File: src/rtl/spi_boot_rx.sv
module spi_boot_rx #(
  parameter int ADDR_W = 10
) (
  input  logic              clk,
  input  logic              rst_n,
  input  logic              spi_sclk,
  input  logic              spi_cs_n,
  input  logic              spi_mosi,
  output logic              spi_miso,
  output logic              wr_en,
  output logic [ADDR_W-1:0] wr_addr,
  output logic [31:0]       wr_data,
  output logic              rel_pads,
  output logic              sum_ok
);
  localparam logic [7:0] ACK  = 8'h02;
  localparam logic [7:0] NACK = 8'h20;
  localparam int SLOT_W = 19;
  localparam logic [16:0] MAX_WORDS = 17'(1) << ADDR_W;

  typedef enum logic [1:0] {S_IDLE, S_RUN, S_MUTE} st_t;
  st_t st;

  logic [2:0] sck_q, cs_q;
  logic [1:0] mo_q;
  logic [6:0] rx_sh;
  logic [2:0] bit_cnt;
  logic [7:0] tx;
  logic [SLOT_W-1:0] slot;
  logic [15:0] len;
  logic [7:0] chk_exp, run;
  logic [23:0] wbuf;
  logic pre_bad, mode_bad;

  wire sck_rise = sck_q[1] & ~sck_q[2];
  wire sck_fall = ~sck_q[1] & sck_q[2];
  wire cs_fall  = ~cs_q[1] & cs_q[2];
  wire cs_rise  = cs_q[1] & ~cs_q[2];
  wire [7:0] rx_byte = {rx_sh, mo_q[1]};
  wire [SLOT_W-1:0] pidx = slot - SLOT_W'(8);
  wire [SLOT_W-1:0] nbytes = {1'b0, len, 2'b00};
  wire past_hdr = slot >= SLOT_W'(8);
  wire in_pay = past_hdr && (pidx < nbytes);
  wire at_t1  = past_hdr && (pidx == nbytes);
  wire at_t2  = past_hdr && (pidx == nbytes + SLOT_W'(1));
  wire match  = run == chk_exp;

  assign spi_miso = (st != S_IDLE) & tx[7];

  always_ff @(posedge clk or negedge rst_n) begin
    if (!rst_n) begin
      sck_q <= '0;
      cs_q  <= '1;
      mo_q  <= '0;
    end else begin
      sck_q <= {sck_q[1:0], spi_sclk};
      cs_q  <= {cs_q[1:0], spi_cs_n};
      mo_q  <= {mo_q[0], spi_mosi};
    end
  end

  always_ff @(posedge clk or negedge rst_n) begin
    if (!rst_n) begin
      st <= S_IDLE;
      rx_sh <= '0;
      bit_cnt <= '0;
      tx <= '0;
      slot <= '0;
      len <= '0;
      chk_exp <= '0;
      run <= 8'hFF;
      wbuf <= '0;
      pre_bad <= 1'b0;
      mode_bad <= 1'b0;
      wr_en <= 1'b0;
      wr_addr <= '0;
      wr_data <= '0;
      rel_pads <= 1'b0;
      sum_ok <= 1'b0;
    end else begin
      wr_en <= 1'b0;
      if (cs_fall) begin
        st <= S_RUN;
        slot <= '0;
        bit_cnt <= '0;
        tx <= '0;
        run <= 8'hFF;
        pre_bad <= 1'b0;
        rel_pads <= 1'b0;
        sum_ok <= 1'b0;
      end else if (cs_rise) begin
        st <= S_IDLE;
        tx <= '0;
      end else if (st != S_IDLE) begin
        if (sck_fall && bit_cnt != 3'd0) tx <= {tx[6:0], 1'b0};
        if (sck_rise) begin
          rx_sh <= rx_byte[6:0];
          bit_cnt <= bit_cnt + 3'd1;
          if (bit_cnt == 3'd7) begin
            slot <= slot + SLOT_W'(1);
            tx <= 8'h00;
            if (st == S_RUN) begin
              case (slot)
                SLOT_W'(0): pre_bad <= rx_byte != 8'h70;
                SLOT_W'(1): pre_bad <= pre_bad | (rx_byte != 8'h50);
                SLOT_W'(2): begin
                  if (pre_bad || rx_byte != 8'h00) begin
                    tx <= NACK;
                    st <= S_MUTE;
                  end else tx <= ACK;
                end
                SLOT_W'(3): len[7:0] <= rx_byte;
                SLOT_W'(4): len[15:8] <= rx_byte;
                SLOT_W'(5): begin
                  chk_exp <= rx_byte;
                  if ({1'b0, len} > MAX_WORDS) begin
                    tx <= NACK;
                    st <= S_MUTE;
                  end else tx <= ACK;
                end
                SLOT_W'(6): mode_bad <= rx_byte != 8'h00;
                SLOT_W'(7): begin
                  if (mode_bad) begin
                    tx <= NACK;
                    st <= S_MUTE;
                  end else tx <= ACK;
                end
                default: begin
                  if (in_pay) begin
                    run <= run ^ rx_byte;
                    case (pidx[1:0])
                      2'd0: wbuf[7:0]   <= rx_byte;
                      2'd1: wbuf[15:8]  <= rx_byte;
                      2'd2: wbuf[23:16] <= rx_byte;
                      default: begin
                        wr_en   <= 1'b1;
                        wr_addr <= pidx[ADDR_W+1:2];
                        wr_data <= {rx_byte, wbuf};
                      end
                    endcase
                  end else if (at_t1) begin
                    tx <= match ? ACK : NACK;
                  end else if (at_t2) begin
                    rel_pads <= 1'b1;
                    sum_ok <= match;
                    st <= S_MUTE;
                  end
                end
              endcase
            end
          end
        end
      end
    end
  end
endmodule


File: config.mk
export PLATFORM = sky130hd
export DESIGN_NAME = spi_boot_rx
export DESIGN_NICKNAME = d
export VERILOG_FILES = /design/src/rtl/spi_boot_rx.sv
export SDC_FILE = /design/constraint.sdc
export NUM_CORES = 1
export LEC_CHECK = 0
export CAP_MARGIN = 20
export CORE_MARGIN = 2
export CORE_UTILIZATION = 45
export CTS_CLUSTER_DIAMETER = 150
export CTS_CLUSTER_SIZE = 12
export DETAILED_ROUTE_END_ITERATION = 16
export PLACE_DENSITY = 0.66
export SETUP_SLACK_MARGIN = 0.02
export SKIP_CTS_REPAIR_TIMING = 1
export SLEW_MARGIN = 20
export SYNTH_ARGS = -nofsm -noshare
export SYNTH_HDL_FRONTEND = slang
export SYNTH_SLANG_ARGS = --single-unit
File: constraint.sdc
create_clock -name clk -period 3.6 [get_ports clk]
set_input_delay 1.08 -clock clk [delete_from_list [all_inputs] [get_ports clk]]
set_output_delay 1.08 -clock clk [all_outputs]
set_load 0.02 [all_outputs]
==> insert_results.sql <==
INSERT INTO impl_metrics (metric_group, metric, value, unit) VALUES
('sta', 'final.min_clock_period', '3616', 'ps'),
('logic_synthesis', 'synth_top_family_by_area', 'multiplexers', ''),
('critical_path', 'worst-endpoint-required', '3900', 'ps'),
('global_routing', 'antenna_violations_before_repair', '0', ''),
('placed_design', 'portBuffers', '50', ''),
('sta', 'finalWorstSetupSlack', '-16.18', 'ps'),
('critical_path', 'timing.critical_path.arrival', '3920', 'ps'),
('logic_synthesis', 'postSynthCellCount', '656', ''),
('floorplan', 'die_height', '133.1', 'µm'),
('logic_synthesis', 'synth.top_cells.by_area', 'sky130_fd_sc_hd__dfrtp_1, sky130_fd_sc_hd__mux2_4, sky130_fd_sc_hd__mux2_2', ''),
('cells_and_area', 'final_net_count', '765', ''),
('critical_path', 'timing.rr.end', 'wr_data[14]', ''),
('sta', 'worst_slew_pin_slew', '1018', 'ps'),
('cells_and_area', 'antenna_cells', '0', ''),
('floorplan', 'die_w', '133.1', 'µm'),
('hold_path', 'hold_path_startpoint', 'mo_q[0]', ''),
('logic_synthesis', 'yosys_most_used_dff', 'sky130_fd_sc_hd__dfrtp_1', ''),
('pwr', 'clock_power_share', '40.3', '%'),
('pwr', 'powerDensity', '480.8', 'nW/µm²'),
('pwr', 'design_power_total', '4.442', 'mW'),
('logic_synthesis', 'synth_seq_area_share', '50.23', '%'),
('pwr', 'pwr-share-seq', '43.2', '%'),
('routing', 'route.final.wire_length', '16630', 'µm'),
('cells_and_area', 'final_cell_area', '9238', 'µm²'),
('global_routing', 'grtUsageTotal', '19.32', '%'),
('outcome', 'violations', 'negative setup slack', ''),
('sta', 'report.final.slew_viol_count', '0', ''),
('floorplan', 'boundaryPins', '51', ''),
('logic_synthesis', 'synth.ff_latch_count', '150', ''),
('clock_tree', 'cts_inserted_buffers', '17', ''),
('pwr', 'comb_power_share', '16.5', '%'),
('critical_path', 'reg2reg_setup_slack', '-20', 'ps'),
('global_routing', 'grt_pass1_wl', '26990', 'µm'),
('sta', 'timing.clock.skew', '9.283', 'ps'),
('cells_and_area', 'post_route_cells_drive_above_1_share', '26.71', '%'),
('clock_tree', 'h_tree_depth_reported_by_cts', '4', ''),
('critical_path', 'r2r.worst_path.cells', '13', ''),
('logic_synthesis', 'share_of_the_synthesized_area_in_compound_gates_ao_oa_aoi_oai', '7.506', '%'),
('logic_synthesis', 'yosys.area_share.adder', '4.671', '%'),
('clock_tree', 'cts_root_buf', 'sky130_fd_sc_hd__clkbuf_16', ''),
('logic_synthesis', 'synthesis.yosys.warnings', '0', ''),
('pwr', 'worst_ir_drop_vdd', '0.0003602', 'V'),
('hold_path', 'min_delay_path_depth', '0', ''),
('logic_synthesis', 'mappedNetlistNets', '689', ''),
('clock_tree', 'max-clock-path-buffers', '2', ''),
('global_routing', 'first_global_vias', '5230', ''),
('sta', 'layout_worst_path_cycle_share', '100.4', '%'),
('logic_synthesis', 'synth_async_sr_flop_share', '100.0', '%'),
('routing', 'route.detailed.wl_per_inst', '17.23', 'µm'),
('floorplan', 'coreArea', '16470', 'µm²'),
('pwr', 'cellInternalPower', '3.080', 'mW'),
('placed_design', 'dp.cells', '926', ''),
('clock_tree', 'worst_skew_pair.late_latency', '420', 'ps'),
('placed_design', 'detailed_place.area', '8432', 'µm²'),
('critical_path', 'timing.critical_path.slowest_cell_delay', '550', 'ps'),
('critical_path', 'setup.worst_path.class', 'reg2reg', ''),
('clock_tree', 'clkSinkCount', '150', ''),
('logic_synthesis', 'syn_area', '7501', 'µm²'),
('run', 'max_cap_violations', '0', ''),
('placed_design', 'globalplace.congestion', '0.8564', ''),
('logic_synthesis', 'post_synth_num_cell_types', '62', ''),
('critical_path', 'cp-end-kind', 'flip-flop', ''),
('global_routing', 'largest_net_degree_at_the_start_of_global_routing', '82', ''),
('hold_path', 'timing.hold.worst_endpoint', 'mo_q[1]', ''),
('critical_path', 'timing.critical_path.from_type', 'flip-flop', ''),
('critical_path', 'path_cells', 'or4_4 -> or3_4 -> nor3_2 -> xor2_1 -> ha_1 -> nand3_2 -> buf_4 -> nor2_1 -> a211oi_2 -> and3_4 -> nand3_4 -> clkbuf_16 -> mux2_4', ''),
('sta', 'timing.final.setup_violations', '19', ''),
('logic_synthesis', 'postSynthAreaPerCell', '11.43', 'µm²'),
('outcome', 'outcome', 'complete, but fails checks', ''),
('pwr', 'cellLeakagePower', '4.378', 'nW'),
('critical_path', 'worstPathMaxFanout', '7', '');
per-layer routing:
| metal | global-route usage, % | vias to the layer above | routed length (µm) |
|---|---|---|---|
| met4 | 6.324 | 0 | 298 |
| met5 | 0 | - | 0 |
| met2 | 31.58 | 151 | 8090 |
| met3 | 4.871 | 27 | 707 |
| li1 | - | 2481 | - |
| met1 | 25.40 | 2641 | 7530 |
layout make-up:
cell class                 instances  area (µm²)
timing repair buffer              90       904.6
fill                            1368        7228
multi-input combinational        438        3562
inverter                          35       131.4
tap                              220       275.3
clock inverter                    15       171.4
sequential                       150        3767
clock buffer                      17       425.4
critical path: cells and delay by family (launching register included):
kind | cells | cell delay [ps]
and+or+nand+nor | 7 | 1680
DFF | 1 | 390
buffers and inverters | 2 | 380
muxes | 1 | 290
adders and majority gates | 1 | 280
AOI/OAI and AO/OA | 1 | 280
xor gates and xnor gates | 1 | 180
state kept, by name, indices dropped and copies added (netlist names), 7 cells and up:
| name | flops |
|---|---|
| tx | 8 |
| run | 8 |
| wr_addr | 10 |
| wr_data | 32 |
| wbuf | 24 |
| slot | 19 |
| chk_exp | 8 |
| len | 16 |
| rx_sh | 7 |
how the worst max path moves through the flow:
stage / from / to / depth (start not counted)
finish: slot[11] / wr_data[14] / 13
global route: slot[11] / wr_data[6] / 13
CTS: slot[11] / wbuf[1] / 13
detailed placement: slot[11] / wbuf[1] / 13
global placement: slot[11] / wr_data[31] / 13
floorplan: slot[11] / wr_addr[0] / 14
logic make-up (layout without fill, tap and decap cells):
logic type | Yosys count | count (layout)
XOR/XNOR | 34 | 34
adder cells (fa/ha/maj) | 28 | 28
AND/OR/NAND/NOR | 197 | 197
multiplexers | 91 | 91
flip-flops | 150 | 150
AO/OA/AOI/OAI | 88 | 88
buffers and inverters | 68 | 157
power by group through the flow:
stage,Sequential [mW],Clock [mW],Combinational (mW)
6_report,1.92,1.79,0.733
5_1_grt,1.93,1.91,0.821
4_1_cts,1.92,1.82,0.712
3_5_place_dp,1.95,0,0.706
3_3_place_gp,1.94,0,0.682
2_1_floorplan,1.85,0,0.520
cells in the final DEF, fill, tap and decap left out, drive strengths merged, types with 3 or more instances in the layout:
master,instances
dfstp,11
inv,40
mux2i,4
dfrtp,139
nand3b,5
nor2b,5
and3,10
nand2,41
buf,38
nor3,10
ha,28
clkdlybuf4s50,49
or4,3
mux2,87
or3,5
and2,6
and4,8
clkbuf,20
or2,3
nand4,13
o21ai,32
nor2,42
a22oi,3
nand3,23
a21oi,21
xor2,20
xnor2,14
nor4,13
clkinv,6
o31ai,3
nand2b,6
Yosys cell counts (all sizes together) (3+ instances only):
master / instances
dfrtp: 139
mux2: 87
or3: 5
inv: 35
nand3b: 5
mux2i: 4
or2: 3
nand2b: 6
nor4: 13
and4: 8
dfstp: 11
xnor2: 14
or4: 3
nand3: 23
nor2b: 5
and3: 10
and2: 6
nor2: 42
nand4: 13
buf: 7
nand2: 41
a22oi: 3
nor3: 10
clkbuf: 26
o21ai: 32
a21oi: 21
o31ai: 3
ha: 28
xor2: 20
No activity file was read; power rests on OpenSTA's default activity.
